$ cat config.mk
export PLATFORM = sky130hd
export DESIGN_NAME = flash_prefetch_line
export DESIGN_NICKNAME = d
export VERILOG_FILES = /design/src/rtl/fpb_pkg.sv /design/src/rtl/fpb_line.sv /design/src/rtl/fpb_ctrl.sv /design/src/rtl/flash_prefetch_line.sv
export SDC_FILE = /design/constraint.sdc
export NUM_CORES = 1
export LEC_CHECK = 0
export BUFFER_PORTS_ARGS = -buffer_cell sky130_fd_sc_hd__buf_2
export CORE_MARGIN = 2
export CORE_UTILIZATION = 47
export DETAILED_ROUTE_END_ITERATION = 7
export PLACE_DENSITY = 0.73
export SLEW_MARGIN = 20
export SYNTH_ARGS = -nofsm -noshare
export SYNTH_HDL_FRONTEND = slang
export SYNTH_SLANG_ARGS = --single-unit
$ cat constraint.sdc
create_clock -name clk -period 5.1 [get_ports clk]
set_input_delay 1.02 -clock clk [delete_from_list [all_inputs] [get_ports clk]]
set_output_delay 1.02 -clock clk [all_outputs]
set_load 0.05 [all_outputs]
$ cat src/rtl/fpb_pkg.sv
package fpb_pkg;

    localparam int LANES  = 4;
    localparam int LANE_W = 8;
    localparam int WORD_W = LANES * LANE_W;
    localparam int SEL_W  = $clog2(LANES);

    typedef enum logic [1:0] {
        ST_IDLE  = 2'd0,
        ST_FETCH = 2'd1,
        ST_STALE = 2'd2
    } fpb_state_e;

endpackage

$ cat src/rtl/fpb_line.sv
module fpb_line
    import fpb_pkg::*;
#(
    parameter int TAG_W = 14
) (
    input  logic                clk,
    input  logic                rst_n,
    input  logic                clear,
    input  logic                load,
    input  logic [TAG_W-1:0]    load_tag,
    input  logic [WORD_W-1:0]   load_word,
    input  logic [TAG_W-1:0]    look_tag,
    input  logic [SEL_W-1:0]    look_sel,
    output logic                match,
    output logic [LANE_W-1:0]   look_byte
);

    logic                valid_q;
    logic [TAG_W-1:0]    tag_q;
    logic [WORD_W-1:0]   word_q;
    logic [LANE_W-1:0]   lane [LANES];

    always_ff @(posedge clk) begin
        if (!rst_n) begin
            valid_q <= 1'b0;
        end else if (clear) begin
            valid_q <= 1'b0;
        end else if (load) begin
            valid_q <= 1'b1;
        end
    end

    always_ff @(posedge clk) begin
        if (load) begin
            tag_q  <= load_tag;
            word_q <= load_word;
        end
    end

    for (genvar g = 0; g < LANES; g++) begin : g_lane
        assign lane[g] = word_q[g*LANE_W +: LANE_W];
    end

    assign match     = valid_q && (tag_q == look_tag);
    assign look_byte = lane[look_sel];

endmodule

$ cat src/rtl/fpb_ctrl.sv
module fpb_ctrl
    import fpb_pkg::*;
#(
    parameter int LAT   = 4,
    parameter int TAG_W = 14
) (
    input  logic                clk,
    input  logic                rst_n,
    input  logic                req,
    input  logic [TAG_W-1:0]    req_tag,
    input  logic                hit,
    input  logic                flush,
    output logic                ready,
    output logic                rd,
    output logic [TAG_W-1:0]    rd_tag,
    output logic                load
);

    localparam int CNT_W = $clog2(LAT + 1);
    localparam logic [CNT_W-1:0] CNT_LAST = CNT_W'(LAT - 1);

    fpb_state_e          state_q, state_d;
    logic [CNT_W-1:0]    cnt_q;
    logic [TAG_W-1:0]    tag_q;
    logic                last;

    assign last = (cnt_q == CNT_LAST);

    // next-state decision
    always_comb begin
        state_d = state_q;
        unique case (state_q)
            ST_IDLE: begin
                if (req && !hit) state_d = ST_FETCH;
            end
            ST_FETCH: begin
                if (last)       state_d = ST_IDLE;
                else if (flush) state_d = ST_STALE;
            end
            ST_STALE: begin
                if (last) state_d = ST_IDLE;
            end
            default: state_d = ST_IDLE;
        endcase
    end

    // state register, wait counter and miss address
    always_ff @(posedge clk) begin
        if (!rst_n) begin
            state_q <= ST_IDLE;
            cnt_q   <= '0;
            tag_q   <= '0;
        end else begin
            state_q <= state_d;
            if (state_q == ST_IDLE) begin
                cnt_q <= '0;
                if (req && !hit) tag_q <= req_tag;
            end else begin
                cnt_q <= cnt_q + 1'b1;
            end
        end
    end

    // outputs
    always_comb begin
        ready = 1'b0;
        rd    = 1'b0;
        load  = 1'b0;
        unique case (state_q)
            ST_IDLE: begin
                ready = !req || hit;
            end
            ST_FETCH: begin
                rd   = 1'b1;
                load = last && !flush;
            end
            ST_STALE: begin
                rd = 1'b1;
            end
            default: begin
                ready = 1'b0;
            end
        endcase
    end

    assign rd_tag = tag_q;

endmodule

$ cat src/rtl/flash_prefetch_line.sv
module flash_prefetch_line
    import fpb_pkg::*;
#(
    parameter int ADDR_W = 16,
    parameter int LAT    = 4
) (
    input  logic                  clk,
    input  logic                  rst_n,
    input  logic                  cpu_req,
    input  logic [ADDR_W-1:0]     cpu_addr,
    input  logic                  line_flush,
    output logic                  cpu_ready,
    output logic [LANE_W-1:0]     cpu_data,
    output logic                  flash_rd,
    output logic [ADDR_W-3:0]     flash_addr,
    input  logic [WORD_W-1:0]     flash_rdata
);

    localparam int TAG_W = ADDR_W - SEL_W;

    logic              tag_match;
    logic              hit;
    logic              load;
    logic [TAG_W-1:0]  req_tag;
    logic [SEL_W-1:0]  req_sel;

    assign req_tag = cpu_addr[ADDR_W-1:SEL_W];
    assign req_sel = cpu_addr[SEL_W-1:0];
    assign hit     = tag_match && !line_flush;

    fpb_line #(
        .TAG_W (TAG_W)
    ) line_i (
        .clk       (clk),
        .rst_n     (rst_n),
        .clear     (line_flush),
        .load      (load),
        .load_tag  (flash_addr),
        .load_word (flash_rdata),
        .look_tag  (req_tag),
        .look_sel  (req_sel),
        .match     (tag_match),
        .look_byte (cpu_data)
    );

    fpb_ctrl #(
        .LAT   (LAT),
        .TAG_W (TAG_W)
    ) ctrl_i (
        .clk     (clk),
        .rst_n   (rst_n),
        .req     (cpu_req),
        .req_tag (req_tag),
        .hit     (hit),
        .flush   (line_flush),
        .ready   (cpu_ready),
        .rd      (flash_rd),
        .rd_tag  (flash_addr),
        .load    (load)
    );

endmodule

; Yosys cells after proc, flatten, opt, wreduce, memory -nomap -nowiden
; Cells that the tools add are included.
[totals]
ff_bits = 66
inputBits = 52
output_inout_bits = 24
[classes]
addsub = 1
n_lt_le_gt_ge = 1
eq_ne = 7
n_mux = 11
bitwise = 2
n_reduce_logical = 14
[op_table]
columns = op, count
row1 = $bmux W8 S2, 1
row2 = $mux W8, 2
row3 = $eq A14 B14 Y1, 1
row4 = $mux W2, 4
row5 = $pmux W2 S3, 1
row6 = $reduce_or A2 Y1, 3
row7 = $logic_and A1 B1 Y1, 4
row8 = $add A3 B1 Y3 const B, 1
row9 = $eq A3 B2 Y1 const B, 1
row10 = $ge A3 B3 Y1 const B, 1
row11 = $logic_not A1 Y1, 3
row12 = $mux W1, 3
row13 = $ne A3 B2 Y1 const B, 1
row14 = $not A2 Y3, 1
row15 = $reduce_and A3 Y1, 1
row16 = $eq A2 B1 Y1 const B, 1
row17 = $eq A2 B2 Y1 const B, 1
row18 = $logic_not A2 Y1, 1
row19 = $ne A2 B1 Y1 const B, 1
row20 = $ne A2 B2 Y1 const B, 1
row21 = $reduce_and A2 Y1, 1
row22 = $logic_or A1 B1 Y1, 1
row23 = $not A1 Y1, 1

; Longest topological paths before layout
[logic_depth]
ltp_word = 7
ltp_mapped = 7

; By module
; A second synthesis with hierarchy kept.
[unflattened]
hier_cells = 174
hier_area_um2 = 2582.5
[modules_own_cells]
columns = mod, n_inst, cells_per_inst, area_each_um2, seq_area_each_um2
row1 = fpb_line, 1, 78, 1761.7, 1401.3
row2 = fpb_ctrl, 1, 95, 807.0, 380.4
row3 = flash_prefetch_line, 1, 1, 13.8, 0.0

; Least setup slack after synthesis
; No wires, ideal clock.
[synth_path]
path_kind = input port to output port
startpoint = in cpu_addr[0]
endpoint = out cpu_data[0]
arrival_ns = 2.164
setup_slack_ns = 1.916
path_stages = 2
path_cell_list = clkbuf_1 mux4_2
[synth_via]
elab_chain_cells = 4
[synth_lines]
columns = element, line
row1 = start: declaration, flash_prefetch_line.sv:10  ; input logic [ADDR_W-1:0] cpu_addr,
row2 = $not A2 Y3 (not written as such), fpb_line.sv:45  ; assign look_byte = lane[look_sel];
row3 = $bmux W8 S2, fpb_line.sv:45
row4 = $mux W8 (not written as such) (2 in series), fpb_line.sv:45
row5 = end: declaration, flash_prefetch_line.sv:13  ; output logic [LANE_W-1:0] cpu_data,
; No other way between the ends. The select of a mux whose other input is x is not followed.

; Worst setup path in the final report
[layout_path]
startpoint = in cpu_addr[2]
endpoint = out cpu_ready
[layout_via]
elab_chain_cells = 5
[layout_lines]
columns = element, line
row1 = $eq A14 B14 Y1, fpb_line.sv:44  ; assign match = valid_q && (tag_q == look_tag);
row2 = $logic_and A1 B1 Y1, fpb_line.sv:44
row3 = $logic_and A1 B1 Y1, flash_prefetch_line.sv:29  ; assign hit = tag_match && !line_flush;
row4 = $logic_or A1 B1 Y1, fpb_ctrl.sv:71  ; ready = !req || hit;
row5 = $mux W1, fpb_ctrl.sv:69  ; unique case (state_q)
row6 = end: declaration, flash_prefetch_line.sv:12  ; output logic cpu_ready,
; No other way between the ends.

==> metrics.txt <==
status=finished, final reports clean; worst vdd ir=~0.00020 V; Initial Utilization=48.1%; antenna violations before repair=0; power density over the cells=between 300 and 400 nW/µm²; Mapped Area=approximately 2600 µm²; CP endpoint kind=output pin; Rel. slew slack=about two fifths; fmax=between 200 and 300 MHz; Clock Latency Late Sink=around 0.33 ns; Cells after Synth=173; Initial DRC Count=78; setup tns final=0 ns; share of the synthesized area in the top cell type=a little over half; root buf cell=clkbuf_8; num ports=76; final-report setup violation count=0; Sequential Power Share=50.6%; CTS HTree Levels=3; clock sinks=66; nets=309; fin crit share=between 60 and 70%; row count=27; layout filler cell count=between 400 and 500; Min Hold Slack=approximately 0.43 ns; leading cell type in the layout, fill and taps excluded=buf_2; met2 WL post-DR=roughly 2 mm; unrepaired setup endpoints after global routing=no; first-pass GRT wire length=about 7.4 mm; Routed wire per std cell=around 14 µm; Worst Path Required=a little over 4 ns; global placement routability congestion=approximately 0.8; Sw Ratio=about a quarter; final max-slew violation count=0; Hold WC Path Type=flop to flop; Critical Path AT=roughly 2.4 ns; Final Util=between 50% and 60%; # DRC=0; Sw Pwr=0.000315 W; Leak Pwr=between 1 and 1.5 nW; Pint=about 0.00087 W; Die Ht=roughly 79 µm; vias in the first global route=around 1.6k; Die Span X=just under 80 µm; die area=6170 µm²; post-CTS setup buffer count=0; Power, Total=0.00119 W; DR WL met3=386 µm; Core Area=around 5400 µm²; largest net degree at the start of global routing=48; Synth area leaders=edfxtp_1 53%, dfxtp_1 15%, mux4_2 6.9%; crit path launch type=primary input; max-cap violation count=0; drt total wl=~4.6 mm; Area Growth Syn to Fin=23.1%; Cells after DPL=313; post-synthesis net count=between 200 and 250; Comb pwr share=15.2%; count of cell types in the netlist=27; Final min period=around 3.4 ns; clk_skew=between 0.008 and 0.009 ns; area leader, netlist=edfxtp_1; YS warnings=0; vias=around 1.6k; wire length on met1=about 2.1 mm; Yosys reg bits=66; clock power share=about a third; Reg clk slew, reported paths=about 0.070 ns; drt pass-1 iters=4; Num CTS Buffers=9; post-synthesis sequential area ratio=roughly two thirds; TritonCTS clock tree=done; hold-fix buffer count after cts=0; synthesized area per cell=around 15 µm²; Final Hold Fails=0; worst-path fanout max=3; WS Path Type=primary input to output pin; ant diodes=0; Non-Filler Instances=329; detailed placer's ending HPWL=3.28 mm; Tightest Pin Transition=approximately 0.9 ns; layout cell share with drive strength beyond 1=about two fifths; post_cts resized=0; Port Buf Inserts=75; Top Metal Used=met4; Vias/cell=4.83; total global routing overflow=0; Antenna Nets Post-Route=0; commonest cells after routing, fill and taps aside=75 x buf_2, 46 x edfxtp_1, 30 x nand2_1; Longest Clk Path Bufs=2; Tot GR Track Use=16.1%
==> Yosys cell counts <==
| library cell | instances |
|---|---|
| nor3_1 | 1 |
| buf_6 | 1 |
| and3_1 | 2 |
| nand2b_1 | 4 |
| o21ai_0 | 1 |
| a22o_1 | 1 |
| nor3b_1 | 1 |
| nor2_1 | 4 |
| and2_1 | 2 |
| mux2i_1 | 14 |
| clkbuf_1 | 4 |
| a21oi_1 | 1 |
| nand2_1 | 30 |
| buf_1 | 1 |
| nand4_1 | 1 |
| buf_12 | 1 |
| nor2b_1 | 1 |
| mux4_2 | 8 |
| nand3_1 | 1 |
| ha_1 | 5 |
| dfxtp_1 | 20 |
| o21bai_1 | 1 |
| xor2_1 | 14 |
| inv_1 | 4 |
| nor4_1 | 3 |
| nand4b_1 | 1 |
| edfxtp_1 | 46 |
==> power by group through the flow <==
| stage | Sequential (W) | Clock (W) | Combinational (W) |
|---|---|---|---|
| 2_1_floorplan | 0.000653 | 0 | 0.0000982 |
| 3_3_place_gp | 0.000611 | 0 | 0.000179 |
| 3_5_place_dp | 0.000612 | 0 | 0.000181 |
| 4_1_cts | 0.000600 | 0.000421 | 0.000182 |
| 5_1_grt | 0.000602 | 0.000444 | 0.000194 |
| 6_report | 0.000601 | 0.000407 | 0.000180 |
==> final timing paths <==
path / startpoint / to / slack, ns / cells after the start
setup reg to reg: line_i.tag_q[0] / ctrl_i.rd_tag[9] / 3.08 / 5
hold reg to reg: ctrl_i.cnt_q[0] / ctrl_i.cnt_q[0] / 0.43 / 1
hold / removal: ctrl_i.cnt_q[0] / ctrl_i.cnt_q[0] / 0.43 / 1
setup / recovery: cpu_addr[2] / cpu_ready / 1.72 / 7
==> state kept, by name, indices dropped and copies added, names as in the netlist <==
register / cells
ctrl_i.rd_tag: 14
ctrl_i.cnt_q: 3
line_i.tag_q: 14
ctrl_i.state_q: 2
line_i.word_q: 32
line_i.valid_q: 1
==> area by class of cell <==
cell class / instances / area (µm²) / area share [%]
Clock buffer: 10 / 128 / 3.97
Timing Repair Buffer: 75 / 375 / 11.7
Clock inverter: 6 / 57.6 / 1.79
Inverter: 4 / 15.0 / 0.467
Sequential cell: 66 / 1780 / 55.4
Multi-Input combinational cell: 96 / 769 / 23.9
Tap cell: 72 / 90.1 / 2.80
==> logic make-up (layout without fill, tap and decap cells) <==
logic type | count (synthesis) | count (layout) | synth area share [%]
AND/OR/NAND/NOR | 51 | 51 | 9.00
AO/OA/AOI/OAI | 4 | 4 | 1.01
adder cells (fa/ha/maj) | 5 | 5 | 2.39
multiplexers | 22 | 22 | 12.3
XOR/XNOR | 14 | 14 | 4.69
buffers and inverters | 11 | 95 | 2.49
flip-flops | 66 | 66 | 68.2
==> layer usage <==
metal,vias to the layer above,GRT usage [%]
met2,63,25.4
li1,781,-
met1,735,20.1
met4,0,7.37
met5,-,0
met3,9,5.29
==> per-stage QoR <==
| stage | setup WS, ns | cell area (µm²) |
|---|---|---|
| 2_1_floorplan | 1.92 | 2610 |
| 3_3_place_gp | 1.69 | 3030 |
| 3_5_place_dp | 1.70 | 3030 |
| 4_1_cts | 1.70 | 3220 |
| 5_1_grt | 1.63 | 3220 |
| 6_report | 1.72 | 3220 |
==> critical path, stage by stage <==
cell and delay [ns]:
buf_2 0.11, xor2_1 0.15, nor4_1 0.33, nand4_1 0.23, nand2_1 0.13, and2_1 0.13, buf_2 0.25
Power figures use the tool's default switching activity.
